File: config.mk
export PLATFORM = sky130hd
export DESIGN_NAME = irq_countdown_timer
export DESIGN_NICKNAME = d
export VERILOG_FILES = /design/src/rtl/tmr_pkg.sv /design/src/rtl/tmr_prescale.sv /design/src/rtl/tmr_down.sv /design/src/rtl/irq_countdown_timer.sv
export SDC_FILE = /design/constraint.sdc
export NUM_CORES = 1
export LEC_CHECK = 0
export CAP_MARGIN = 20
export CELL_PAD_IN_SITES_DETAIL_PLACEMENT = 1
export CELL_PAD_IN_SITES_GLOBAL_PLACEMENT = 1
export CORE_ASPECT_RATIO = 0.7
export CORE_MARGIN = 1
export CORE_UTILIZATION = 40
export CTS_CLUSTER_SIZE = 25
export DETAILED_ROUTE_END_ITERATION = 10
export DONT_BUFFER_PORTS = 1
export PLACE_DENSITY_LB_ADDON = 0.1
export SYNTH_ARGS = -nofsm -noshare
export SYNTH_HDL_FRONTEND = slang
export SYNTH_HIERARCHICAL = 1
export SYNTH_SLANG_ARGS = --single-unit
export TNS_END_PERCENT = 10
File: constraint.sdc
create_clock -name clk -period 4.35 [get_ports clk]
set_input_delay 0.435 -clock clk [delete_from_list [all_inputs] [get_ports clk]]
set_output_delay 0.435 -clock clk [all_outputs]
set_load 0.01 [all_outputs]
File: src/rtl/tmr_pkg.sv
package tmr_pkg;
  typedef enum logic [1:0] {
    SEL_VEC  = 2'd0,
    SEL_INIT = 2'd1,
    SEL_DIV  = 2'd2,
    SEL_NONE = 2'd3
  } reg_sel_e;

  localparam int MASK_BIT = 16;
  localparam int MODE_BIT = 17;

  typedef struct packed {
    logic       periodic;
    logic       masked;
    logic [7:0] vector;
  } vec_entry_t;
endpackage

File: src/rtl/tmr_prescale.sv
module tmr_prescale #(
  parameter int CODE_W = 3
) (
  input  logic              clk,
  input  logic              rst,
  input  logic              clr_i,
  input  logic [CODE_W-1:0] code_i,
  output logic              tick_o
);
  localparam int PRE_W = (1 << CODE_W) - 1;

  logic [CODE_W-1:0] shift;
  logic [PRE_W:0]    lim_w;
  logic [PRE_W-1:0]  lim;
  logic [PRE_W-1:0]  pcnt_q;

  always_comb begin
    shift  = (code_i == {CODE_W{1'b1}}) ? '0 : code_i + 1'b1;
    lim_w  = ({{PRE_W{1'b0}}, 1'b1} << shift) - 1'b1;
    lim    = lim_w[PRE_W-1:0];
    tick_o = (pcnt_q == lim);
  end

  always_ff @(posedge clk) begin
    if (rst || clr_i)  pcnt_q <= '0;
    else if (tick_o)   pcnt_q <= '0;
    else               pcnt_q <= pcnt_q + 1'b1;
  end


  tick_gap_chk: assert property (@(posedge clk) disable iff (rst)
    (tick_o && lim != '0 && !clr_i) |=> !tick_o);
endmodule

File: src/rtl/tmr_down.sv
module tmr_down #(
  parameter int CNT_W = 32
) (
  input  logic             clk,
  input  logic             rst,
  input  logic             load_i,
  input  logic [CNT_W-1:0] load_val_i,
  input  logic             tick_i,
  input  logic             periodic_i,
  output logic [CNT_W-1:0] count_o,
  output logic             expire_o
);
  logic [CNT_W-1:0] init_q;
  logic             run_q;

  assign expire_o = tick_i && run_q && !load_i && (count_o == CNT_W'(1));

  always_ff @(posedge clk) begin
    if (rst) begin
      count_o <= '0;
      init_q  <= '0;
      run_q   <= 1'b0;
    end else if (load_i) begin
      count_o <= load_val_i;
      init_q  <= load_val_i;
      run_q   <= |load_val_i;
    end else if (tick_i && run_q) begin
      if (count_o == CNT_W'(1)) begin
        if (periodic_i) count_o <= init_q;
        else begin
          count_o <= '0;
          run_q   <= 1'b0;
        end
      end else begin
        count_o <= count_o - 1'b1;
      end
    end
  end


  load_value_chk: assert property (@(posedge clk) disable iff (rst)
    load_i |=> (count_o == $past(load_val_i)));

  zero_stop_chk: assert property (@(posedge clk) disable iff (rst)
    (load_i && load_val_i == '0) |=> (!run_q && count_o == '0));

  idle_hold_chk: assert property (@(posedge clk) disable iff (rst)
    (!run_q && !load_i) |=> $stable(count_o));
endmodule

File: src/rtl/irq_countdown_timer.sv
module irq_countdown_timer
  import tmr_pkg::*;
#(
  parameter int CNT_W      = 32,
  parameter int VEC_W      = 8,
  parameter int DIV_CODE_W = 3,
  parameter int DATA_W     = 32
) (
  input  logic              clk,
  input  logic              rst,
  input  logic              wr_en,
  input  logic [1:0]        wr_sel,
  input  logic [DATA_W-1:0] wr_data,
  output logic [CNT_W-1:0]  cur_count,
  output logic              irq_valid,
  output logic [VEC_W-1:0]  irq_vector
);
  logic [VEC_W-1:0]      vec_q;
  logic                  masked_q;
  logic                  periodic_q;
  logic [DIV_CODE_W-1:0] div_q;
  logic                  load, div_wr, tick, expire;

  assign load   = wr_en && (reg_sel_e'(wr_sel) == SEL_INIT);
  assign div_wr = wr_en && (reg_sel_e'(wr_sel) == SEL_DIV);

  always_ff @(posedge clk) begin
    if (rst) begin
      vec_q      <= '0;
      masked_q   <= 1'b1;
      periodic_q <= 1'b0;
      div_q      <= '0;
    end else if (wr_en) begin
      if (reg_sel_e'(wr_sel) == SEL_VEC) begin
        vec_q      <= wr_data[VEC_W-1:0];
        masked_q   <= wr_data[MASK_BIT];
        periodic_q <= wr_data[MODE_BIT];
      end
      if (div_wr) div_q <= wr_data[DIV_CODE_W-1:0];
    end
  end

  tmr_prescale #(.CODE_W(DIV_CODE_W)) u_pre (
    .clk    (clk),
    .rst    (rst),
    .clr_i  (load || div_wr),
    .code_i (div_q),
    .tick_o (tick)
  );

  tmr_down #(.CNT_W(CNT_W)) u_cnt (
    .clk        (clk),
    .rst        (rst),
    .load_i     (load),
    .load_val_i (wr_data[CNT_W-1:0]),
    .tick_i     (tick),
    .periodic_i (periodic_q),
    .count_o    (cur_count),
    .expire_o   (expire)
  );

  always_ff @(posedge clk) begin
    if (rst) begin
      irq_valid  <= 1'b0;
      irq_vector <= '0;
    end else begin
      irq_valid <= expire && !masked_q;
      if (expire) irq_vector <= vec_q;
    end
  end


  mask_quiet_chk: assert property (@(posedge clk) disable iff (rst)
    masked_q |=> !irq_valid);

  req_vector_chk: assert property (@(posedge clk) disable iff (rst)
    (expire && !masked_q) |=> (irq_valid && irq_vector == $past(vec_q)));
endmodule

Word level (Yosys, flattened, before mapping)
Index checks and enable logic that the tools add are counted.
W data, S select, Z words.
{ "totals": {"input_bits": 37, "out_inout_bits": 41, "wordCells": 48, "register_bits": 94} }
{ "classes": {"n_mux": 9, "n_shift": 1, "n_eq_ne": 6, "add_sub_neg": 4, "reduce_logical": 18} }
{ "ops": {"columns": ["operator", "count"], "rows": [
  ["$mux W32", 4],
  ["$eq A32 B1 Y1 const B", 1],
  ["$reduce_or A32 Y1", 1],
  ["$sub A32 B1 Y32 const B", 1],
  ["$add A7 B1 Y7 const B", 1],
  ["$eq A7 B7 Y1", 1],
  ["$shl A1 B3 Y7 const A", 1],
  ["$sub A7 B1 Y7 const B", 1],
  ["$logic_and A1 B1 Y1", 6],
  ["$mux W1", 4],
  ["$reduce_and A2 Y1", 2],
  ["$reduce_bool A2 Y1", 2],
  ["$add A3 B1 Y3 const B", 1],
  ["$eq A3 B3 Y1 const B", 1],
  ["$mux W3", 1],
  ["$reduce_and A3 Y1", 1],
  ["$eq A2 B1 Y1 const B", 1],
  ["$eq A2 B2 Y1 const B", 1],
  ["$logic_not A1 Y1", 2],
  ["$logic_not A2 Y1", 1],
  ["$logic_or A1 B1 Y1", 2],
  ["$ne A2 B1 Y1 const B", 1],
  ["$reduce_or A2 Y1", 1]
]} }

Depth between registers and ports, before layout
Gate-level depths: netlist of the first run.
{ "depth": {"word_depth": 9, "depth_mapped": 19, "ltp_nobuf": 16} }

Hierarchy
The synthesis of the first run kept the hierarchy.
{ "modules_own_cells": {"columns": ["mod", "instances", "area_each_um2", "cells_each", "seq_area_each_um2"], "rows": [
  ["tmr_down", 1, 3749.8, 461, 1301.2],
  ["irq_countdown_timer", 1, 902.1, 85, 440.4],
  ["tmr_prescale", 1, 618.1, 70, 140.1]
]} }

Worst setup path after synthesis of the first run
No wires, ideal clock.
{ "synth_path": {"path_kind": "flip-flop to flip-flop", "startpoint": "reg div_q[0]", "endpoint": "reg u_cnt.count_o[20]", "stages_incl_launch_ff": 19, "arrival_time_ns": 3.697, "required_ns": 4.231, "path_slack_ns": 0.535, "path_buffers": 3, "setup_time_ns": 0.119, "path_cell_list": "dfxtp_1 nand2_1 inv_1 ha_1 buf_6 or3b_4 ha_1 nand2b_1 mux2_1 a21oi_2 xor2_4 and2_1 and2_1 clkbuf_1 nand2_1 buf_2 a211oi_1 a21oi_1 o221a_2"} }
{ "synth_between": {"elab_chain_cells": 7} }
{ "synth_lines": {"columns": ["item", "line", "text"], "rows": [
  ["start, declared", "irq_countdown_timer.sv:21", "logic [DIV_CODE_W-1:0] div_q;"],
  ["start signal, assigned", "irq_countdown_timer.sv:39", "if (div_wr) div_q <= wr_data[DIV_CODE_W-1:0];"],
  ["$add A3 B1 Y3 or $eq A3 B3 Y1 (tied branches)", "tmr_prescale.sv:18", "shift = (code_i == {CODE_W{1'b1}}) ? '0 : code_i + 1'b1;"],
  ["$mux W3 (*)", "tmr_prescale.sv:18", null],
  ["$shl A1 B3 Y7 (*)", "tmr_prescale.sv:19", "lim_w = ({{PRE_W{1'b0}}, 1'b1} << shift) - 1'b1;"],
  ["$sub A7 B1 Y7 (*)", "tmr_prescale.sv:19", null],
  ["$eq A7 B7 Y1 (*)", "tmr_prescale.sv:21", "tick_o = (pcnt_q == lim);"],
  ["net tick", "irq_countdown_timer.sv:22", "logic load, div_wr, tick, expire;"],
  ["$logic_and A1 B1 Y1 (*)", "tmr_down.sv:27", "end else if (tick_i && run_q) begin"],
  ["$reduce_bool A2 Y1 (no line) (*)", null, null],
  ["end signal, assigned", "tmr_down.sv:24", "count_o <= load_val_i;"],
  ["end signal, assigned", "tmr_down.sv:29", "if (periodic_i) count_o <= init_q;"],
  ["end signal, assigned", "tmr_down.sv:35", "count_o <= count_o - 1'b1;"],
  ["end, declared", "tmr_down.sv:10", "output logic [CNT_W-1:0] count_o,"]
]} }
The timed path passes the listed nets; every way through them passes the cells marked *.
A chain may end at the register's enable or synchronous reset.

Worst setup path after layout of the first run
{ "layout_path": {"startpoint": "reg div_q[1]", "endpoint": "reg u_cnt.count_o[22]"} }
The elaborated chain is that of the path after synthesis.

==> metrics.txt, run 1 <==
# TYPE chip_impl_metric gauge
chip_impl_info{name="unrepaired_setup_endpoints_after_global_routing",value="no"} 1
chip_impl_info{name="failed_checks",value="design-rule violations"} 1
chip_impl_metric{name="synth.avg_cell_area",unit="µm²"} 8.555
chip_impl_metric{name="drv_slew",unit=""} 0
chip_impl_metric{name="final.fill_count",unit=""} 1519
chip_impl_metric{name="postRouteWirelength",unit="µm"} 17470
chip_impl_metric{name="number_of_core_rows",unit=""} 34
chip_impl_info{name="timing.critical_path.from_type",value="flop"} 1
chip_impl_metric{name="cts.hold.buffers_added",unit=""} 0
chip_impl_info{name="synth_top_area_cell",value="sky130_fd_sc_hd__dfxtp_1"} 1
chip_impl_metric{name="htree_levels",unit=""} 3
chip_impl_metric{name="synthDominantCellAreaShare",unit="%"} 35.71
chip_impl_metric{name="insertedDiodeCount",unit=""} 0
chip_impl_metric{name="clock_path_buffers",unit=""} 2
chip_impl_metric{name="final.min_clock_period",unit="ns"} 4.017
chip_impl_metric{name="initial_utilization",unit="%"} 41.71
chip_impl_info{name="post_synth_main_area_contributors",value="sky130_fd_sc_hd__dfxtp_1 (36%), sky130_fd_sc_hd__mux2i_1 (10%), sky130_fd_sc_hd__nor2_1 (6.1%)"} 1
chip_impl_info{name="timing.critical_path.slowest_stage_cell",value="sky130_fd_sc_hd__ha_2"} 1
chip_impl_metric{name="post_drt_wl_per_cell",unit="µm"} 22.42
chip_impl_metric{name="placement.io_buffers",unit=""} 0
chip_impl_info{name="path_delay_family",value="simple AND/OR/NAND/NOR gates"} 1
chip_impl_metric{name="share_of_layout_cells_above_drive_strength_1",unit="%"} 10.37
chip_impl_metric{name="ys_seq_area_share",unit="%"} 35.71
chip_impl_info{name="synth_top_cells_by_count",value="sky130_fd_sc_hd__dfxtp_1 (94), sky130_fd_sc_hd__nor2_1 (86), sky130_fd_sc_hd__mux2i_1 (55)"} 1
chip_impl_metric{name="cts-buffers-inserted",unit=""} 9
chip_impl_metric{name="cts_resized",unit=""} 0
chip_impl_metric{name="worst-endpoint-arrival",unit="ns"} 4.28
chip_impl_metric{name="clk_latency",unit="ns"} 0.35
chip_impl_metric{name="path_max_fanout",unit=""} 9
chip_impl_metric{name="cpPeakStageDelay",unit="ns"} 0.42
chip_impl_metric{name="peakVddDrop",unit="mV"} 0.1902
chip_impl_metric{name="grt_max_degree",unit=""} 91
chip_impl_metric{name="drtIter0Drc",unit=""} 326
chip_impl_info{name="cts_tree",value="done"} 1
chip_impl_metric{name="avgViaCountPerCell",unit=""} 6.077
chip_impl_metric{name="timing.slew.headroom",unit="%"} 25.28
chip_impl_metric{name="drt_pass1_iterations",unit=""} 9
chip_impl_metric{name="synthesis.area",unit="mm²"} 0.005270
chip_impl_metric{name="synthesis_to_finish_area_growth",unit="%"} 9.378
chip_impl_metric{name="max_cap_viol_count",unit=""} 0
chip_impl_metric{name="regToRegSetupSlack",unit="ns"} 0.33
chip_impl_metric{name="vias_in_the_first_global_route",unit=""} 4844
chip_impl_metric{name="finish.net_count",unit=""} 656
chip_impl_metric{name="totalPowerFinal",unit="mW"} 2.246
chip_impl_metric{name="initial_antenna_violation_count",unit=""} 1
chip_impl_metric{name="max_freq",unit="MHz"} 249.0
chip_impl_metric{name="synth-warning-count",unit=""} 6
chip_impl_metric{name="die_width",unit="µm"} 139.2
chip_impl_info{name="hp-class",value="input pin to flop"} 1
chip_impl_metric{name="design.portCount",unit=""} 78
chip_impl_metric{name="report.final.setup_viol",unit=""} 0
chip_impl_metric{name="tightestPinTransition",unit="ns"} 1.116
chip_impl_metric{name="setup_total_negative_slack",unit="ns"} 0
chip_impl_metric{name="grt-ovfl-total",unit=""} 0
chip_impl_metric{name="hold_violations",unit=""} 0
chip_impl_metric{name="synth-edff-count",unit=""} 0
chip_impl_metric{name="yosys.cell_types.count",unit=""} 69
chip_impl_metric{name="cts_setup_buffers",unit=""} 0
chip_impl_metric{name="final.period_utilization",unit="%"} 92.34
chip_impl_metric{name="power_density",unit="mW/mm²"} 389.6
chip_impl_metric{name="global_route_wire_length_before_repair",unit="µm"} 28100
chip_impl_metric{name="core_area",unit="mm²"} 0.01263
chip_impl_metric{name="power_leakage",unit="nW"} 2.092
chip_impl_metric{name="asyncSetResetFlopFracSynth",unit="%"} 0
chip_impl_info{name="cp-end-kind",value="flop"} 1
chip_impl_info{name="synth.most_common_cell",value="sky130_fd_sc_hd__dfxtp_1"} 1
chip_impl_metric{name="clock_sink_count",unit=""} 94
chip_impl_metric{name="crit_required",unit="ns"} 4.61
chip_impl_metric{name="die_height",unit="µm"} 98.04
chip_impl_info{name="crit_chain",value="nand2_1, inv_1, ha_2, or3b_4, ha_1, nand2b_1, mux2_1, a21oi_2, xor2_4, and2_1, and2_1, buf_4, nor2_2, buf_4, nor3_1, a21oi_1, o32ai_1"} 1
chip_impl_metric{name="worst_clock_skew",unit="ns"} 0.01100
chip_impl_info{name="worstSetupPathType",value="flop to flop"} 1
chip_impl_info{name="outcome",value="finished with violations"} 1
chip_impl_metric{name="grt_use_total",unit="%"} 26.73
chip_impl_metric{name="gp_congestion",unit=""} 0.8311
chip_impl_metric{name="antenna_violating_nets_post_route",unit=""} 0
chip_impl_info{name="yosys_most_used_dff",value="sky130_fd_sc_hd__dfxtp_1"} 1
chip_impl_metric{name="postSynthNetCount",unit=""} 660
chip_impl_metric{name="netlist_instances",unit=""} 616
chip_impl_metric{name="clkTransAtPathRegs",unit="ns"} 0.07
chip_impl_metric{name="timing.critical_path.buf_inv",unit=""} 3
chip_impl_metric{name="fp.dieArea",unit="mm²"} 0.01365
chip_impl_metric{name="routed_via_count",unit=""} 4734
chip_impl_metric{name="hpwlAfterDp",unit="µm"} 12810
chip_impl_metric{name="remaining_drc_errors",unit=""} 5
chip_impl_metric{name="yosys_register_bits",unit=""} 94
chip_impl_info{name="clockRootBuffer",value="sky130_fd_sc_hd__clkbuf_16"} 1
## per-stage QoR
| stage | util (%) | hold slack (ns) | setup WS [ns] | std cells | cell area (µm²) |
|---|---|---|---|---|---|
| finish | 45.62 | 0.1662 | 0.3332 | 779 | 5764 |
| global route | 45.62 | 0.1489 | 0.02367 | 779 | 5764 |
| CTS | 45.53 | 0.1476 | 0.2016 | 779 | 5753 |
| detailed placement | 43.10 | 0.4505 | 0.2192 | 763 | 5445 |
| global placement | 43.10 | 0.4441 | 0.3994 | 763 | 5445 |
| floorplan | - | 0.4409 | 0.5347 | 616 | 5270 |
## layout by cell type, fill, tap and decap left out, drive strengths merged, types with 3 or more instances in the layout
| cell | netlist | final |
|---|---|---|
| dfxtp | 94 | 94 |
| nor2 | 86 | 86 |
| mux2i | 55 | 55 |
| nand2 | 42 | 42 |
| a21oi | 42 | 42 |
| nand2b | 25 | 25 |
| o21ai | 23 | 23 |
| nand3 | 19 | 19 |
| nor4 | 19 | 19 |
| nor3 | 18 | 18 |
| buf | 15 | 16 |
| inv | 14 | 15 |
| xor2 | 14 | 14 |
| o22ai | 12 | 12 |
| a31oi | 12 | 12 |
| xnor2 | 11 | 11 |
| nand4 | 11 | 11 |
| clkbuf | 16 | 10 |
| a211oi | 8 | 8 |
| a22oi | 7 | 7 |
| ha | 7 | 7 |
| nor3b | 5 | 5 |
| and2 | 4 | 4 |
| nor2b | 4 | 4 |
| o32ai | 4 | 4 |
| a311oi | 4 | 4 |
| and3 | 4 | 4 |
| or3 | 3 | 3 |
| o211ai | 3 | 3 |
| clkinv | 0 | 3 |
| or4 | 3 | 3 |
| a2111oi | 3 | 3 |
| nor4b | 3 | 3 |
## path summary, 6_finish.rpt
kind / from / endpoint / cells after the start
max: div_q[1]$_SDFFE_PP0P_ / u_cnt/count_o[22]$_SDFFE_PP0P_ / 17
min: rst / irq_vector[0]$_SDFFE_PP0P_ / 1
max reg2reg: div_q[1]$_SDFFE_PP0P_ / u_cnt/count_o[22]$_SDFFE_PP0P_ / 17
min reg2reg: u_cnt/init_q[9]$_SDFFE_PP0P_ / u_cnt/init_q[9]$_SDFFE_PP0P_ / 2
## cell families after synthesis
group	Yosys count	synth area share (%)
flip-flops	94	35.71
AND/OR/NAND/NOR	255	26.97
multiplexers	56	10.66
adder cells (fa/ha/maj)	7	1.662
buffers and inverters	45	3.965
XOR/XNOR	25	4.511
AO/OA/AOI/OAI	134	16.52
## sequential cells by signal, summed over array words and instances, names as in the netlist
register	count
vec_q	8
u_cnt/run_q	1
masked_q	1
periodic_q	1
irq_valid	1
u_cnt/count_o	32
u_cnt/init_q	32
irq_vector	8
u_pre/pcnt_q	7
div_q	3
## area by class of cell
class	instances	area (µm²)	area share [%]
clock buffer	10	239.0	4.146
clock inverter	6	68.82	1.194
inverter	14	56.30	0.9768
multi-input combinational	477	3196	55.44
sequential	94	1882	32.65
tap	162	202.7	3.516
timing repair buffer	16	120.1	2.084
## metal layers
layer	up-vias	share of wire (%)	routed length, µm	global-route usage [%]
met5	-	0.074	13	0
met4	2	1.6	277	7.265
met3	21	7.0	1217	7.406
met2	129	44	7662	41.45
met1	2347	48	8298	36.42
li1	2235	-	-	-
## power by group
group / internal [mW] / switching [mW]
Combinational: 0.175 / 0.254
Sequential: 0.905 / 0.0858
Clock: 0.467 / 0.359
(Power assumes the default switching activity.)
==> inputs of run 2 (changes only) <==
--- a/config.mk
+++ b/config.mk
@@ -6,7 +6,7 @@
 export NUM_CORES = 1
 export LEC_CHECK = 0
 export CAP_MARGIN = 20
-export CELL_PAD_IN_SITES_DETAIL_PLACEMENT = 1
+export CELL_PAD_IN_SITES_DETAIL_PLACEMENT = 0
 export CELL_PAD_IN_SITES_GLOBAL_PLACEMENT = 1
 export CORE_ASPECT_RATIO = 0.7
 export CORE_MARGIN = 1
@@ -15,6 +15,7 @@
 export DETAILED_ROUTE_END_ITERATION = 10
 export DONT_BUFFER_PORTS = 1
 export PLACE_DENSITY_LB_ADDON = 0.1
+export SLEW_MARGIN = 20
 export SYNTH_ARGS = -nofsm -noshare
 export SYNTH_HDL_FRONTEND = slang
 export SYNTH_HIERARCHICAL = 1
==> run 2 against run 1 <==
Net effect:
- the flow still finishes with violations (design-rule violations)
- global-route usage is 2.2 points lower
- register-to-register slack worse by 0.02 ns
- utilization is 0.13 points lower
- sequential power hardly changed
- final cell count stayed put
- total power is 1.2% lower
- clock power is 2% lower
- via count is 1.9% lower
- die area stayed put
- clock skew is 0.00062 ns higher
- routed wire length is 7.6% lower
- clock-buffer cell count is 1 higher
- critical endpoint is now u_cnt/count_o[28]$_SDFFE_PP0P_
- largest power group unchanged
==> metrics.txt, run 2 (synthesis gave the netlist of run 1 again) <==
# TYPE chip_impl_metric gauge
chip_impl_metric{name="intPower",unit="mW"} 1.532
chip_impl_metric{name="die_width",unit="µm"} 139.2
chip_impl_metric{name="synthesis_to_finish_area_growth",unit="%"} 9.069
chip_impl_metric{name="finish.net_count",unit=""} 656
chip_impl_metric{name="drv_slew",unit=""} 0
chip_impl_metric{name="hpwlAfterDp",unit="µm"} 11730
chip_impl_metric{name="remaining_drc_errors",unit=""} 5
chip_impl_metric{name="setup_slack",unit="ns"} 0.3111
chip_impl_metric{name="grt-ovfl-total",unit=""} 0
chip_impl_metric{name="htree_levels",unit=""} 3
chip_impl_metric{name="p_seq_share",unit="%"} 44.6
chip_impl_metric{name="clock_network_fraction_of_total_power",unit="%"} 36.5
chip_impl_metric{name="cts.hold.buffers_added",unit=""} 0
chip_impl_metric{name="power_density",unit="mW/mm²"} 385.9
chip_impl_metric{name="report.final.setup_viol",unit=""} 0
chip_impl_metric{name="design.portCount",unit=""} 78
chip_impl_metric{name="routed_via_count",unit=""} 4643
chip_impl_metric{name="comb_power_share",unit="%"} 18.9
chip_impl_metric{name="postRouteWirelength",unit="µm"} 16150
chip_impl_metric{name="grt_use_total",unit="%"} 24.55
chip_impl_metric{name="final.fill_count",unit=""} 1251
chip_impl_info{name="unrepaired_setup_endpoints_after_global_routing",value="no"} 1
chip_impl_metric{name="max_cap_viol_count",unit=""} 0
chip_impl_info{name="cts_tree",value="done"} 1
chip_impl_metric{name="cts_setup_buffers",unit=""} 0
chip_impl_metric{name="switching_share",unit="%"} 30.91
chip_impl_metric{name="core_area",unit="mm²"} 0.01263
chip_impl_metric{name="vias_in_the_first_global_route",unit=""} 4402
chip_impl_metric{name="tightestPinTransition",unit="ns"} 1.042
chip_impl_metric{name="clkTransAtPathRegs",unit="ns"} 0.07
chip_impl_info{name="hp-class",value="input pin to flop"} 1
chip_impl_metric{name="global_route_wire_length_before_repair",unit="µm"} 25890
chip_impl_metric{name="seqCellArea",unit="mm²"} 0.001882
chip_impl_metric{name="pre_cts_ws",unit="ns"} 0.2962
chip_impl_metric{name="fp.dieArea",unit="mm²"} 0.01365
chip_impl_metric{name="path_max_fanout",unit=""} 9
chip_impl_metric{name="worst_clock_skew",unit="ns"} 0.01162
chip_impl_metric{name="cts-buffers-inserted",unit=""} 9
chip_impl_metric{name="final.min_clock_period",unit="ns"} 4.039
chip_impl_metric{name="share_of_layout_cells_above_drive_strength_1",unit="%"} 9.724
chip_impl_metric{name="drtIter0Drc",unit=""} 429
chip_impl_metric{name="insertedDiodeCount",unit=""} 0
chip_impl_metric{name="die_height",unit="µm"} 98.04
chip_impl_metric{name="grt_max_degree",unit=""} 91
chip_impl_metric{name="clk_latency",unit="ns"} 0.35
chip_impl_metric{name="antenna_violating_nets_post_route",unit=""} 0
chip_impl_metric{name="crit_required",unit="ns"} 4.56
chip_impl_info{name="cp-end-kind",value="flop"} 1
chip_impl_metric{name="clock_sink_count",unit=""} 94
chip_impl_metric{name="avgViaCountPerCell",unit=""} 5.960
chip_impl_metric{name="net_switching",unit="µW"} 685.6
chip_impl_metric{name="final.period_utilization",unit="%"} 92.85
chip_impl_info{name="outcome",value="finished with violations"} 1
chip_impl_info{name="layout.cells.most_common_list",value="sky130_fd_sc_hd__dfxtp_1 (94), sky130_fd_sc_hd__nor2_1 (86), sky130_fd_sc_hd__mux2i_1 (55)"} 1
chip_impl_metric{name="initial_utilization",unit="%"} 41.71
chip_impl_metric{name="peakVddDrop",unit="mV"} 0.1926
chip_impl_metric{name="number_of_core_rows",unit=""} 34
chip_impl_metric{name="timing.hold.worst_path_depth",unit=""} 1
chip_impl_metric{name="power_leakage",unit="nW"} 2.077
chip_impl_metric{name="clock_path_buffers",unit=""} 2
chip_impl_metric{name="drt_pass1_iterations",unit=""} 8
chip_impl_metric{name="post_drt_wl_per_cell",unit="µm"} 20.73
chip_impl_metric{name="gp_congestion",unit=""} 0.8311
chip_impl_metric{name="worst-endpoint-arrival",unit="ns"} 4.25
chip_impl_metric{name="setup_total_negative_slack",unit="ns"} 0
chip_impl_metric{name="totalPowerFinal",unit="mW"} 2.218
chip_impl_metric{name="max_freq",unit="MHz"} 247.6
chip_impl_metric{name="placement.io_buffers",unit=""} 0
chip_impl_info{name="commonest_non_fill_non_tap_cell_in_the_layout",value="sky130_fd_sc_hd__dfxtp_1"} 1
chip_impl_metric{name="timing.slew.headroom",unit="%"} 30.24
chip_impl_info{name="clockRootBuffer",value="sky130_fd_sc_hd__clkbuf_16"} 1
chip_impl_metric{name="initial_antenna_violation_count",unit=""} 0
chip_impl_metric{name="rr_worst_depth",unit=""} 17
chip_impl_info{name="failed_checks",value="design-rule violations"} 1
chip_impl_metric{name="multi_input_comb_area",unit="mm²"} 0.003191
chip_impl_info{name="timing.critical_path.from_type",value="flop"} 1
chip_impl_info{name="worstSetupPathType",value="flop to flop"} 1
chip_impl_info{name="top_regs",value="u_cnt/count_o (32), u_cnt/init_q (32)"} 1
chip_impl_metric{name="hold_violations",unit=""} 0
## run 2: cell type report
type / count / share of cell area [%]
multi-input cells: 477 / 55.51
inverters: 14 / 0.9795
clock buffers: 11 / 4.049
flip-flops and latches: 94 / 32.74
well taps: 162 / 3.526
repair buffers: 16 / 2.090
clock inverters: 5 / 1.110
## run 2: path summary, 6_finish.rpt
path / start / end / slack, ns
setup / recovery: div_q[1]$_SDFFE_PP0P_ / u_cnt/count_o[28]$_SDFFE_PP0P_ / 0.31
hold / removal: rst / u_cnt/count_o[17]$_SDFFE_PP0P_ / 0.16
setup reg to reg: div_q[1]$_SDFFE_PP0P_ / u_cnt/count_o[28]$_SDFFE_PP0P_ / 0.31
hold reg to reg: u_cnt/init_q[9]$_SDFFE_PP0P_ / u_cnt/init_q[9]$_SDFFE_PP0P_ / 0.47
## run 2: routing by layer
layer	routed length [µm]	part of all wire [%]	global-route usage, %	up-vias
met5	0	0	0	-
met1	7825	48	35.00	2238
met3	1456	9.0	7.700	11
met4	145	0.90	5.470	0
met2	6717	42	35.90	155
li1	-	-	-	2239
## run 2: repair_timing
item	4_1_cts	5_1_grt
endpoints found under the setup margin	0	13
gates resized for setup	0	2
endpoints found under the hold margin	0	0
## run 2: power by group through the flow
stage / combinational [mW] / clock (mW) / sequential [mW]
finish: 0.419 / 0.810 / 0.989
global route: 0.462 / 0.871 / 0.997
CTS: 0.413 / 0.824 / 0.988
detailed placement: 0.410 / 0 / 1.01
global placement: 0.405 / 0 / 1.01
floorplan: 0.330 / 0 / 0.985
## run 2: worst max-delay path: stages, from the launching register on
cell,delay (ns)
sky130_fd_sc_hd__dfxtp_1,0.40
sky130_fd_sc_hd__nand2_1,0.12
sky130_fd_sc_hd__inv_1,0.06
sky130_fd_sc_hd__ha_2,0.42
sky130_fd_sc_hd__or3b_4,0.41
sky130_fd_sc_hd__ha_1,0.22
sky130_fd_sc_hd__nand2b_1,0.13
sky130_fd_sc_hd__mux2_1,0.35
sky130_fd_sc_hd__a21oi_2,0.23
sky130_fd_sc_hd__xor2_4,0.14
sky130_fd_sc_hd__and2_1,0.19
sky130_fd_sc_hd__and2_1,0.17
sky130_fd_sc_hd__buf_4,0.17
sky130_fd_sc_hd__nor2_1,0.29
sky130_fd_sc_hd__buf_4,0.25
sky130_fd_sc_hd__nor2_1,0.05
sky130_fd_sc_hd__mux2i_1,0.18
sky130_fd_sc_hd__o32ai_1,0.11
## run 2: through the flow
| step | util (%) | area [µm²] | cells | hold slack (ns) |
|---|---|---|---|---|
| 3_5_place_dp | 43.10 | 5445 | 763 | 0.4497 |
| 5_1_grt | 45.49 | 5748 | 779 | 0.1452 |
| 4_1_cts | 45.44 | 5742 | 779 | 0.1553 |
| 2_1_floorplan | - | 5270 | 616 | 0.4409 |
| 6_report | 45.49 | 5748 | 779 | 0.1641 |
| 3_3_place_gp | 43.10 | 5445 | 763 | 0.4441 |
==> inputs of run 3 (changes only) <==
--- a/config.mk
+++ b/config.mk
@@ -15,6 +15,7 @@
 export DETAILED_ROUTE_END_ITERATION = 10
 export DONT_BUFFER_PORTS = 1
 export PLACE_DENSITY_LB_ADDON = 0.1
+export REMOVE_ABC_BUFFERS = 1
 export SLEW_MARGIN = 20
 export SYNTH_ARGS = -nofsm -noshare
 export SYNTH_HDL_FRONTEND = slang
==> run 3 against run 2 <==
Net effect:
- the run still ends with design-rule violations left
- first-iteration DRC count shrank 24%
- sequential share of layout area decreased by 0.13 points
- clock-buffer cell count is 1 lower
- flip-flop and latch count unchanged
- clock skew shrank 0.0057 ns
- largest cell class unchanged
- largest power group unchanged
- highest routed layer unchanged
==> metrics.txt, run 3 (synthesis gave the netlist of run 1 again) <==
# TYPE chip_impl_metric gauge
chip_impl_metric{name="tightestPinTransition",unit="ns"} 0.7751
chip_impl_metric{name="initial_antenna_violation_count",unit=""} 0
chip_impl_info{name="path_delay_family",value="simple AND/OR/NAND/NOR gates"} 1
chip_impl_metric{name="final.min_clock_period",unit="ns"} 4.077
chip_impl_info{name="top_regs",value="u_cnt/count_o (32), u_cnt/init_q (32)"} 1
chip_impl_metric{name="timing.critical_path.buf_inv",unit=""} 3
chip_impl_metric{name="hpwlAfterDp",unit="µm"} 11210
chip_impl_metric{name="final.fill_count",unit=""} 1283
chip_impl_info{name="hp-class",value="input pin to flop"} 1
chip_impl_metric{name="cts.hold.buffers_added",unit=""} 0
chip_impl_info{name="cts_tree",value="done"} 1
chip_impl_metric{name="worst-endpoint-arrival",unit="ns"} 4.28
chip_impl_metric{name="hold_violations",unit=""} 0
chip_impl_metric{name="gp_congestion",unit=""} 0.8029
chip_impl_metric{name="setup_slack",unit="ns"} 0.2734
chip_impl_metric{name="drtIter0Drc",unit=""} 324
chip_impl_metric{name="htree_levels",unit=""} 3
chip_impl_metric{name="die_width",unit="µm"} 139.2
chip_impl_metric{name="design.portCount",unit=""} 78
chip_impl_info{name="crit_chain",value="nand2_1, inv_1, ha_1, or3b_4, ha_1, nand2b_1, mux2_1, a21oi_2, xor2_4, and2_1, and2_1, buf_4, nor2_1, buf_4, nor3_1, a21oi_1, o32ai_1"} 1
chip_impl_metric{name="global_route_wire_length_before_repair",unit="µm"} 25670
chip_impl_metric{name="report.final.setup_viol",unit=""} 0
chip_impl_info{name="unrepaired_setup_endpoints_after_global_routing",value="no"} 1
chip_impl_metric{name="cts_resized",unit=""} 0
chip_impl_metric{name="summed_area_of_non_filler_cells_in_the_final_layout",unit="mm²"} 0.005772
chip_impl_metric{name="post_layout_nonfiller_instances",unit=""} 777
chip_impl_metric{name="routed_via_count",unit=""} 4655
chip_impl_metric{name="antenna_violating_nets_post_route",unit=""} 0
chip_impl_metric{name="share_of_layout_cells_above_drive_strength_1",unit="%"} 9.756
chip_impl_info{name="timing.critical_path.from_type",value="flop"} 1
chip_impl_metric{name="setup_total_negative_slack",unit="ns"} 0
chip_impl_metric{name="core_area",unit="mm²"} 0.01263
chip_impl_info{name="layout.cells.most_common_list",value="sky130_fd_sc_hd__dfxtp_1 (94), sky130_fd_sc_hd__nor2_1 (86), sky130_fd_sc_hd__mux2i_1 (55)"} 1
chip_impl_metric{name="finish.net_count",unit=""} 654
chip_impl_metric{name="max_cap_viol_count",unit=""} 0
chip_impl_metric{name="post_drt_wl_per_cell",unit="µm"} 20.60
chip_impl_metric{name="postRouteWirelength",unit="µm"} 16010
chip_impl_metric{name="dp_cells",unit=""} 760
chip_impl_metric{name="avgViaCountPerCell",unit=""} 5.991
chip_impl_metric{name="grt_use_total",unit="%"} 24.24
chip_impl_metric{name="final.period_utilization",unit="%"} 93.72
chip_impl_metric{name="clk_latency",unit="ns"} 0.34
chip_impl_metric{name="finalHoldWorstSlack",unit="ns"} 0.1600
chip_impl_info{name="commonest_non_fill_non_tap_cell_in_the_layout",value="sky130_fd_sc_hd__dfxtp_1"} 1
chip_impl_info{name="timing.critical_path.slowest_stage_cell",value="sky130_fd_sc_hd__ha_1"} 1
chip_impl_metric{name="power_density",unit="mW/mm²"} 394.3
chip_impl_metric{name="clock_sink_count",unit=""} 94
chip_impl_metric{name="vias_in_the_first_global_route",unit=""} 4444
chip_impl_metric{name="placement.io_buffers",unit=""} 0
chip_impl_metric{name="pre_cts_ws",unit="ns"} 0.3023
chip_impl_metric{name="timing.slew.headroom",unit="%"} 47.94
chip_impl_metric{name="number_of_core_rows",unit=""} 34
chip_impl_info{name="cp-end-kind",value="flop"} 1
chip_impl_metric{name="cts-buffers-inserted",unit=""} 9
chip_impl_metric{name="grt-ovfl-total",unit=""} 0
chip_impl_metric{name="max_freq",unit="MHz"} 245.3
chip_impl_metric{name="fp.dieArea",unit="mm²"} 0.01365
chip_impl_metric{name="totalPowerFinal",unit="mW"} 2.276
chip_impl_metric{name="remaining_drc_errors",unit=""} 7
chip_impl_metric{name="path_max_fanout",unit=""} 9
chip_impl_metric{name="drv_slew",unit=""} 0
chip_impl_metric{name="initial_utilization",unit="%"} 41.71
chip_impl_metric{name="die_height",unit="µm"} 98.04
chip_impl_metric{name="clock_path_buffers",unit=""} 2
chip_impl_metric{name="postLayoutCoreUtil",unit="%"} 45.68
chip_impl_metric{name="power_leakage",unit="nW"} 2.082
chip_impl_metric{name="dpl_cell_area",unit="mm²"} 0.005423
chip_impl_info{name="clockRootBuffer",value="sky130_fd_sc_hd__clkbuf_16"} 1
chip_impl_metric{name="cts_setup_buffers",unit=""} 0
chip_impl_metric{name="cpPeakStageDelay",unit="ns"} 0.45
chip_impl_metric{name="worst_clock_skew",unit="ns"} 0.005935
chip_impl_metric{name="clkTransAtPathRegs",unit="ns"} 0.07
chip_impl_metric{name="synthesis_to_finish_area_growth",unit="%"} 9.521
chip_impl_info{name="worstSetupPathType",value="flop to flop"} 1
chip_impl_metric{name="grt_max_degree",unit=""} 91
chip_impl_metric{name="peakVddDrop",unit="mV"} 0.1994
chip_impl_metric{name="insertedDiodeCount",unit=""} 0
chip_impl_info{name="outcome",value="finished with violations"} 1
chip_impl_metric{name="crit_required",unit="ns"} 4.56
chip_impl_info{name="failed_checks",value="design-rule violations"} 1
chip_impl_metric{name="drt_pass1_iterations",unit=""} 8
## run 3: cell type report
cell class              instances  area, µm²  area share, %
inverters                      14      56.30         0.9755
clock inverters                 6      92.59          1.604
flip-flops and latches         94       1882          32.60
clock buffers                  10      239.0          4.140
multi-input cells             477       3191          55.28
repair buffers                 14      108.9          1.886
well taps                     162      202.7          3.512
## run 3: worst reg2reg max path, cell delays in order, from the launching register on
cell and delay [ns]:
sky130_fd_sc_hd__dfxtp_1 0.39, sky130_fd_sc_hd__nand2_1 0.12, sky130_fd_sc_hd__inv_1 0.06, sky130_fd_sc_hd__ha_1 0.45
sky130_fd_sc_hd__or3b_4 0.43, sky130_fd_sc_hd__ha_1 0.22, sky130_fd_sc_hd__nand2b_1 0.13, sky130_fd_sc_hd__mux2_1 0.36
sky130_fd_sc_hd__a21oi_2 0.24, sky130_fd_sc_hd__xor2_4 0.15, sky130_fd_sc_hd__and2_1 0.19, sky130_fd_sc_hd__and2_1 0.17
sky130_fd_sc_hd__buf_4 0.18, sky130_fd_sc_hd__nor2_1 0.30, sky130_fd_sc_hd__buf_4 0.24, sky130_fd_sc_hd__nor3_1 0.07
sky130_fd_sc_hd__a21oi_1 0.16, sky130_fd_sc_hd__o32ai_1 0.09
## run 3: per-layer routing
layer / track usage [%] / share of wire [%] / up-vias
met4: 6.325 / 0.94 / 0
met1: 35.27 / 49 / 2246
met2: 35.43 / 43 / 152
met3: 5.934 / 7.4 / 16
li1: - / - / 2241
met5: 0 / 0 / -
## run 3: final timing paths
path | end | from | depth (start not counted) | slack [ns]
setup reg to reg | u_cnt/count_o[22]$_SDFFE_PP0P_ | div_q[0]$_SDFFE_PP0P_ | 17 | 0.27
setup / recovery | u_cnt/count_o[22]$_SDFFE_PP0P_ | div_q[0]$_SDFFE_PP0P_ | 17 | 0.27
hold / removal | u_cnt/init_q[23]$_SDFFE_PP0P_ | rst | 1 | 0.16
hold reg to reg | u_cnt/init_q[6]$_SDFFE_PP0P_ | u_cnt/init_q[6]$_SDFFE_PP0P_ | 2 | 0.47
## run 3: report_power, final
group / leakage, nW / switching, mW / internal (mW) / total [mW]
logic: 1.16 / 0.241 / 0.171 / 0.412
clock network: 0.155 / 0.354 / 0.523 / 0.877
registers: 0.765 / 0.0819 / 0.905 / 0.987
